`src/rtl/reply_rx_pkg.sv`:
```
package reply_rx_pkg;

  typedef struct packed {
    logic clear;      // new session: wipe flags and FIFO
    logic shift;      // shift bitVal into the data byte
    logic push;       // bitVal is the parity bit: store the byte
    logic bitVal;     // decoded bit value
    logic setDone;    // end of message detected
    logic setNoReply; // listening window expired
  } rxStrobe_t;

  typedef struct packed {
    logic [7:0] data;
    logic       par;
    logic       err;
  } fifoEntry_t;

endpackage

```
`src/rtl/reply_rx_ctrl.sv`:
```
module reply_rx_ctrl
  import reply_rx_pkg::*;
#(
  parameter int ENV_HOLD     = 4,
  parameter int BIT_CYC      = 48,
  parameter int THRESH_CYC   = 24,
  parameter int LISTEN_DELAY = 40,
  parameter int NOREPLY_CYC  = 1500,
  parameter int EOM_CYC      = 160
) (
  input  logic      clk,
  input  logic      rst_n,
  input  logic      toneIn,
  input  logic      txDone,
  output rxStrobe_t strb
);
  localparam int HW = $clog2(ENV_HOLD + 1);
  localparam int TMAX = (NOREPLY_CYC > LISTEN_DELAY) ? NOREPLY_CYC : LISTEN_DELAY;
  localparam int TW = $clog2(TMAX + 1);
  localparam int CW = $clog2(2 * BIT_CYC + 1);
  localparam int SW = $clog2(EOM_CYC + 1);
  localparam logic [CW-1:0] CMAX = '1;

  typedef enum logic [1:0] {IDLE, WAIT, LISTEN, RX} state_t;

  state_t        st;
  logic          syncA, syncB, envQ;
  logic [HW-1:0] holdCnt;
  logic [TW-1:0] timer;
  logic [CW-1:0] toneCnt;
  logic [SW-1:0] silCnt;
  logic [3:0]    bitCnt;
  logic          gotByte;
  logic          env, rise, fall;

  assign env  = (holdCnt != '0);
  assign rise = env && !envQ;
  assign fall = !env && envQ;

  // envelope: held high while comparator edges keep arriving
  always_ff @(posedge clk or negedge rst_n) begin
    if (!rst_n) begin
      syncA   <= 1'b0;
      syncB   <= 1'b0;
      holdCnt <= '0;
      envQ    <= 1'b0;
    end else begin
      syncA <= toneIn;
      syncB <= syncA;
      envQ  <= env;
      if (syncA != syncB)    holdCnt <= HW'(ENV_HOLD);
      else if (holdCnt != '0) holdCnt <= holdCnt - 1'b1;
    end
  end

  always_comb begin
    strb            = '0;
    strb.clear      = txDone;
    strb.bitVal     = (toneCnt <= CW'(THRESH_CYC));
    if (!txDone) begin
      strb.setNoReply = (st == LISTEN) && !rise && (timer == TW'(NOREPLY_CYC - 1));
      if (st == RX && fall) begin
        strb.push  = (bitCnt == 4'd8);
        strb.shift = (bitCnt != 4'd8);
      end
      strb.setDone = (st == RX) && !env && (silCnt == SW'(EOM_CYC - 1)) && gotByte;
    end
  end

  always_ff @(posedge clk or negedge rst_n) begin
    if (!rst_n) begin
      st      <= IDLE;
      timer   <= '0;
      toneCnt <= '0;
      silCnt  <= '0;
      bitCnt  <= '0;
      gotByte <= 1'b0;
    end else if (txDone) begin
      st    <= WAIT;
      timer <= '0;
    end else begin
      unique case (st)
        IDLE: ;
        WAIT: begin
          if (timer == TW'(LISTEN_DELAY - 1)) begin
            st    <= LISTEN;
            timer <= '0;
          end else timer <= timer + 1'b1;
        end
        LISTEN: begin
          if (rise) begin
            st      <= RX;
            toneCnt <= CW'(1);
            silCnt  <= '0;
            bitCnt  <= '0;
            gotByte <= 1'b0;
          end else if (timer == TW'(NOREPLY_CYC - 1)) st <= IDLE;
          else timer <= timer + 1'b1;
        end
        RX: begin
          if (env) begin
            silCnt <= '0;
            if (rise) toneCnt <= CW'(1);
            else if (toneCnt != CMAX) toneCnt <= toneCnt + 1'b1;
          end else begin
            silCnt <= silCnt + 1'b1;
            if (silCnt == SW'(EOM_CYC - 1)) st <= IDLE;
          end
          if (fall) begin
            if (bitCnt == 4'd8) begin
              bitCnt  <= '0;
              gotByte <= 1'b1;
            end else bitCnt <= bitCnt + 1'b1;
          end
        end
        default: st <= IDLE;
      endcase
    end
  end

endmodule

```
`src/rtl/reply_rx_dp.sv`:
```
module reply_rx_dp
  import reply_rx_pkg::*;
#(
  parameter int DEPTH = 8
) (
  input  logic       clk,
  input  logic       rst_n,
  input  rxStrobe_t  strb,
  input  logic       rdEn,
  input  logic [3:0] irqMask,
  output logic [7:0] rdData,
  output logic [7:0] status,
  output logic       irq
);
  localparam int AW = (DEPTH > 1) ? $clog2(DEPTH) : 1;
  localparam int CW = $clog2(DEPTH + 1);

  fifoEntry_t    mem [DEPTH];
  logic [AW-1:0] wp, rp;
  logic [CW-1:0] count;
  logic [7:0]    shreg;
  logic          phase;
  logic          fRcvd, fDone, fOvf, fNoRep;
  logic          popNow, pushOk, full;
  logic [3:0]    flags;

  assign full   = (count == CW'(DEPTH));
  assign popNow = rdEn && phase && (count != '0);
  assign pushOk = strb.push && (!full || popNow);
  assign flags  = {fNoRep, fOvf, fDone, fRcvd};
  assign status = {4'(count), flags};

  function automatic logic [AW-1:0] nextPtr(input logic [AW-1:0] p);
    return (p == AW'(DEPTH - 1)) ? '0 : p + 1'b1;
  endfunction

  always_ff @(posedge clk) begin
    if (pushOk) begin
      mem[wp].data <= shreg;
      mem[wp].par  <= strb.bitVal;
      mem[wp].err  <= ~(^{shreg, strb.bitVal});
    end
  end

  always_ff @(posedge clk or negedge rst_n) begin
    if (!rst_n) begin
      wp <= '0; rp <= '0; count <= '0; shreg <= '0; phase <= 1'b0;
      fRcvd <= 1'b0; fDone <= 1'b0; fOvf <= 1'b0; fNoRep <= 1'b0;
      rdData <= '0; irq <= 1'b0;
    end else if (strb.clear) begin
      wp <= '0; rp <= '0; count <= '0; shreg <= '0; phase <= 1'b0;
      fRcvd <= 1'b0; fDone <= 1'b0; fOvf <= 1'b0; fNoRep <= 1'b0;
      irq <= 1'b0;
    end else begin
      if (strb.shift) shreg <= {shreg[6:0], strb.bitVal};
      if (strb.push) fRcvd <= 1'b1;
      if (strb.push && !pushOk) fOvf <= 1'b1;
      if (strb.setDone) fDone <= 1'b1;
      if (strb.setNoReply) fNoRep <= 1'b1;
      if (pushOk) wp <= nextPtr(wp);
      if (popNow) rp <= nextPtr(rp);
      if (pushOk && !popNow) count <= count + 1'b1;
      else if (popNow && !pushOk) count <= count - 1'b1;
      if (rdEn) begin
        if (count == '0) begin
          rdData <= '0;
        end else if (!phase) begin
          rdData <= mem[rp].data;
          phase  <= 1'b1;
        end else begin
          rdData <= {6'b0, mem[rp].par, mem[rp].err};
          phase  <= 1'b0;
        end
      end
      irq <= |(flags & irqMask);
    end
  end

  a_r4_count_bound: assert property (@(posedge clk) disable iff (!rst_n)
    count <= CW'(DEPTH));

  a_r4_pop_decrements: assert property (@(posedge clk) disable iff (!rst_n)
    (rdEn && phase && count != '0 && !strb.push && !strb.clear) |=> count == $past(count) - 1'b1);

  a_r9_overflow_holds: assert property (@(posedge clk) disable iff (!rst_n)
    (strb.push && full && !(rdEn && phase) && !strb.clear) |=> (fOvf && count == CW'(DEPTH)));

  a_r11_clear_empties: assert property (@(posedge clk) disable iff (!rst_n)
    strb.clear |=> (count == '0 && status[3:0] == 4'b0));

  a_r7_done_vs_noreply: assert property (@(posedge clk) disable iff (!rst_n)
    !(fDone && fNoRep));

  a_r10_irq_masked: assert property (@(posedge clk) disable iff (!rst_n)
    irq |-> $past(|(status[3:0] & irqMask)));

endmodule

```
`src/rtl/reply_rx.sv`:
```
module reply_rx
  import reply_rx_pkg::*;
#(
  parameter int DEPTH        = 8,
  parameter int ENV_HOLD     = 4,
  parameter int BIT_CYC      = 48,
  parameter int THRESH_CYC   = 24,
  parameter int LISTEN_DELAY = 40,
  parameter int NOREPLY_CYC  = 1500,
  parameter int EOM_CYC      = 160
) (
  input  logic       clk,
  input  logic       rst_n,
  input  logic       toneIn,
  input  logic       txDone,
  input  logic       rdEn,
  input  logic [3:0] irqMask,
  output logic [7:0] rdData,
  output logic [7:0] status,
  output logic       irq
);
  rxStrobe_t strb;

  reply_rx_ctrl #(
    .ENV_HOLD(ENV_HOLD), .BIT_CYC(BIT_CYC), .THRESH_CYC(THRESH_CYC),
    .LISTEN_DELAY(LISTEN_DELAY), .NOREPLY_CYC(NOREPLY_CYC), .EOM_CYC(EOM_CYC)
  ) u_ctrl (
    .clk(clk), .rst_n(rst_n), .toneIn(toneIn), .txDone(txDone), .strb(strb)
  );

  reply_rx_dp #(.DEPTH(DEPTH)) u_dp (
    .clk(clk), .rst_n(rst_n), .strb(strb), .rdEn(rdEn), .irqMask(irqMask),
    .rdData(rdData), .status(status), .irq(irq)
  );

endmodule

```
`config.mk`:
```
export PLATFORM = sky130hd
export DESIGN_NAME = reply_rx
export DESIGN_NICKNAME = d
export VERILOG_FILES = /design/src/rtl/reply_rx_pkg.sv /design/src/rtl/reply_rx_ctrl.sv /design/src/rtl/reply_rx_dp.sv /design/src/rtl/reply_rx.sv
export SDC_FILE = /design/constraint.sdc
export NUM_CORES = 1
export LEC_CHECK = 0
export ABC_AREA = 1
export BUFFER_PORTS_ARGS = -buffer_cell sky130_fd_sc_hd__buf_2
export CORE_MARGIN = 2
export CORE_UTILIZATION = 63
export CTS_BUF_LIST = sky130_fd_sc_hd__clkbuf_8
export CTS_CLUSTER_DIAMETER = 40
export DETAILED_ROUTE_END_ITERATION = 6
export PLACE_DENSITY = 0.88
export SLEW_MARGIN = 20
export SYNTH_ARGS = -nofsm -noshare
export SYNTH_HDL_FRONTEND = slang
export SYNTH_SLANG_ARGS = --single-unit
```
`constraint.sdc`:
```
create_clock -name clk -period 4.6 [get_ports clk]
set_input_delay 0.92 -clock clk [delete_from_list [all_inputs] [get_ports clk]]
set_output_delay 0.92 -clock clk [all_outputs]
set_load 0.1 [all_outputs]
```
==> flow_summary_export.csv <==
group,metric,value,unit
status,status,"complete, no violations",
hold_path,min_path_cells,0,
hold_path,hp-class,"flip-flop to flip-flop",
finish,fin_nets,780,
grt,grt_overflow,0,
clock_network,cts-resized-gates,0,
clock_network,numCtsBuffers,17,
timing,finalCritPeriodShare,60.0,%
clock_network,htree_num_levels,4,
synthesis,avgSynthCellArea,9.69,sq um
setup_path,cp_max_fo,42,
grt,antenna_found_initial,0,
clock_network,clk_pin_slew,80,ps
place,place_ws,1470,ps
setup_path,critPathLaunchType,"flip-flop",
grt,grt_pass1_vias,5184,
routing,ant_nets,0,
timing,slew_headroom,33.9,%
synthesis,syn_area,7060,sq um
hold_path,min_from,"u_ctrl.syncA$_DFF_PN0_",
routing,drc,0,
timing,period_needed,2760,ps
timing,finalSetupViolations,0,
grt,grt_pass1_wl,25.0,mm
setup_path,r2r_end,"u_dp.rdData[3]$_DFFE_PN0P_",
routing,dr.pass1.iters,5,
timing,hold_violations,0,
setup_path,crit_slowest_cell,"clkinv_1",
timing,worst_slew_pin_slew,986,ps
setup_path,r2r_slack,1840,ps
finish,seq_area,4180,sq um
clock_network,cts_tree,"yes",
grt,gr-max-usage-layer,"met2",
setup_path,arrival,3100,ps
finish,stdcell_count,906,
finish,drive_gt1_share,11.9,%
finish,antenna_cells,0,
routing,wl_per_cell,17.0,microns
setup_path,slowest_delay,890,ps
synthesis,ys_ff_latch,151,
synthesis,async_flop_share,47.0,%
finish,final_util,70.4,%
timing,drv_slew,0,
setup_path,worstPathCellList,"buf_4, clkinv_1, o21ai_0, o22ai_1, nand2_1, nand2_1, a22o_1",
floorplanning,core_area,10900,sq um
timing,max_freq,0.363,GHz
finish,final_common_cell,"nand2_1",
routing,drtIter0Drc,553,
timing,skew,11.3,ps
grt,grt_max_degree,43,
floorplanning,die_area,12100,sq um
clock_network,post_cts_buffers,0,
place,place_inst,874,
power_and_ir_drop,ir_drop,0.285,mV
hold_path,hold_path_end,"u_ctrl.syncB$_DFF_PN0_",
setup_path,crit_top_cell,"nand2_1",
routing,vias_per_cell,5.90,
finish,n_fill_cell,758,
timing,rsz0062_at_grt,"no",
synthesis,synth_cell_types,40,
place,place_congestion,0.855,
clock_network,clockRootBuffer,"clkbuf_8",
setup_path,path_class,"flip-flop to flip-flop",
job,drv_cap,0,
grt,grt_use_met3,6.58,%
setup_path,reg2reg_from,"u_dp.rp[0]$_DFFE_PN0P_",
place,port_buffers,25,
clock_network,ctsHoldBuffers,0,
clock_network,clock_sinks,151,
synthesis,syn_nets,756,
finish,area_growth_syn_to_layout,8.57,%
finish,final_cell_mix,"130 x nand2_1, 84 x nor2_1, 80 x edfxtp_1",
routing,via_count,5344,
finish,multi_input_area,2470,sq um
power_and_ir_drop,powerDensity,472,nW/um^2
clock_network,clk_latency,460,ps
place,hpwl,10.5,mm
setup_path,worstSetupEndpointType,"flip-flop",
setup_path,crit_required,4950,ps
power_and_ir_drop,p_leak,3.27,nW
grt,grt_use_met2,46.0,%
floorplanning,die_w,110,microns
routing,wl,15.4,mm
floorplanning,die_y,110,microns
setup_path,reg2reg_depth,7,
setup_path,setup.worst_path.start,"u_dp.rp[0]$_DFFE_PN0P_",
synthesis,synth_edf_count,80,
timing,totalNegativeSetupSlack,0,ps
timing,worst_slack,1840,ps
synthesis,synthFlopType,"edfxtp_1",
clock_network,cts_buffer_depth,2,
grt,grt_usage,27.7,%
floorplanning,ios,26,
synthesis,synth.yosys.seq_area_share,59.2,%
grt,use_met1,34.4,%
synthesis,yosysWarnings,0,
synthesis,synth_cells,729,
floorplanning,fp-row-count,38,
floorplanning,initial_core_util,64.9,%
worst max path at each step:
stage,to,cells after the start
final,u_dp.rdData[3]$_DFFE_PN0P_,7
after global routing,u_dp.rdData[1]$_DFFE_PN0P_,8
after detailed placement,u_dp.mem[4][7]$_DFFE_PP_,9
after global placement,u_dp.mem[3][0]$_DFFE_PP_,9
after CTS,u_dp.mem[4][5]$_DFFE_PP_,7
after floorplan,u_dp.mem[0][0]$_DFFE_PP_,7
metal layers:
layer	share of wire (%)	up-vias
met5	0	-
met4	3.1	0
met3	7.0	47
met2	51	233
met1	39	2543
li1	-	2521
state kept, by name, indices dropped and copies added (netlist names), 4 cells and up:
register / cells
u_ctrl.silCnt: 8
u_dp.count: 4
u_dp.shreg: 8
u_dp.rdData: 8
u_ctrl.toneCnt: 7
u_ctrl.timer: 11
u_ctrl.bitCnt: 4
u_dp.mem: 80
power by group:
group	internal, mW	switching (mW)	leakage [nW]	total, mW
clock	0.439	0.528	0.191	0.967
combinational	0.253	0.772	1.43	1.03
sequential	1.53	0.0949	1.65	1.62
critical path, delay by kind of cell (launching register included):
family | cells | cell delay (ps)
DFF | 1 | 330
and+or+nand+nor | 2 | 190
buffers and inverters | 2 | 1250
AOI/OAI and AO/OA | 3 | 840
through the flow:
stage                     total power, mW  cell area (sq um)  hold WS (ps)
final                                3.62               7670           405
after global routing                 3.81               7670           433
after CTS                            3.62               7660           403
after detailed placement             2.67               7280           387
after global placement               2.61               7280           379
after floorplan                      2.47               7060           373
cell usage after synthesis (3+ instances only):
cell,number,area (sq um)
a21oi_1,24,120
a22o_1,6,52.6
buf_2,7,35.0
buf_4,7,52.6
clkbuf_1,13,48.8
dfrtp_1,71,1780
edfxtp_1,80,2400
ha_1,17,213
inv_1,70,263
inv_2,6,22.5
nand2_1,130,488
nand2_2,3,18.8
nand2_4,4,45.0
nand3_1,46,230
nand4_1,11,68.8
nor2_1,84,315
nor2_2,4,25.0
nor3_1,17,85.1
o211ai_1,3,22.5
o21ai_0,79,395
o21ai_1,5,25.0
o22ai_1,12,75.1
xnor2_1,7,61.3
xor2_1,4,35.0
logic make-up (layout without fill, tap and decap cells):
group	Yosys count	count (layout)	synth area share, %
simple gates	305	305	19.0
flops	151	151	59.2
compound gates	140	140	11.1
buf+inv	104	141	6.13
fa+ha+maj	18	18	3.29
xor+xnor	11	11	1.36
layout make-up:
cell class | instances | area share, %
clock buffer | 17 | 3.05
clock inverter | 15 | 1.88
inverter | 76 | 3.72
multi-input combinational | 474 | 32.2
sequential | 151 | 54.5
tap | 140 | 2.28
timing repair buffer | 33 | 2.41
(Power assumes the default switching activity.)
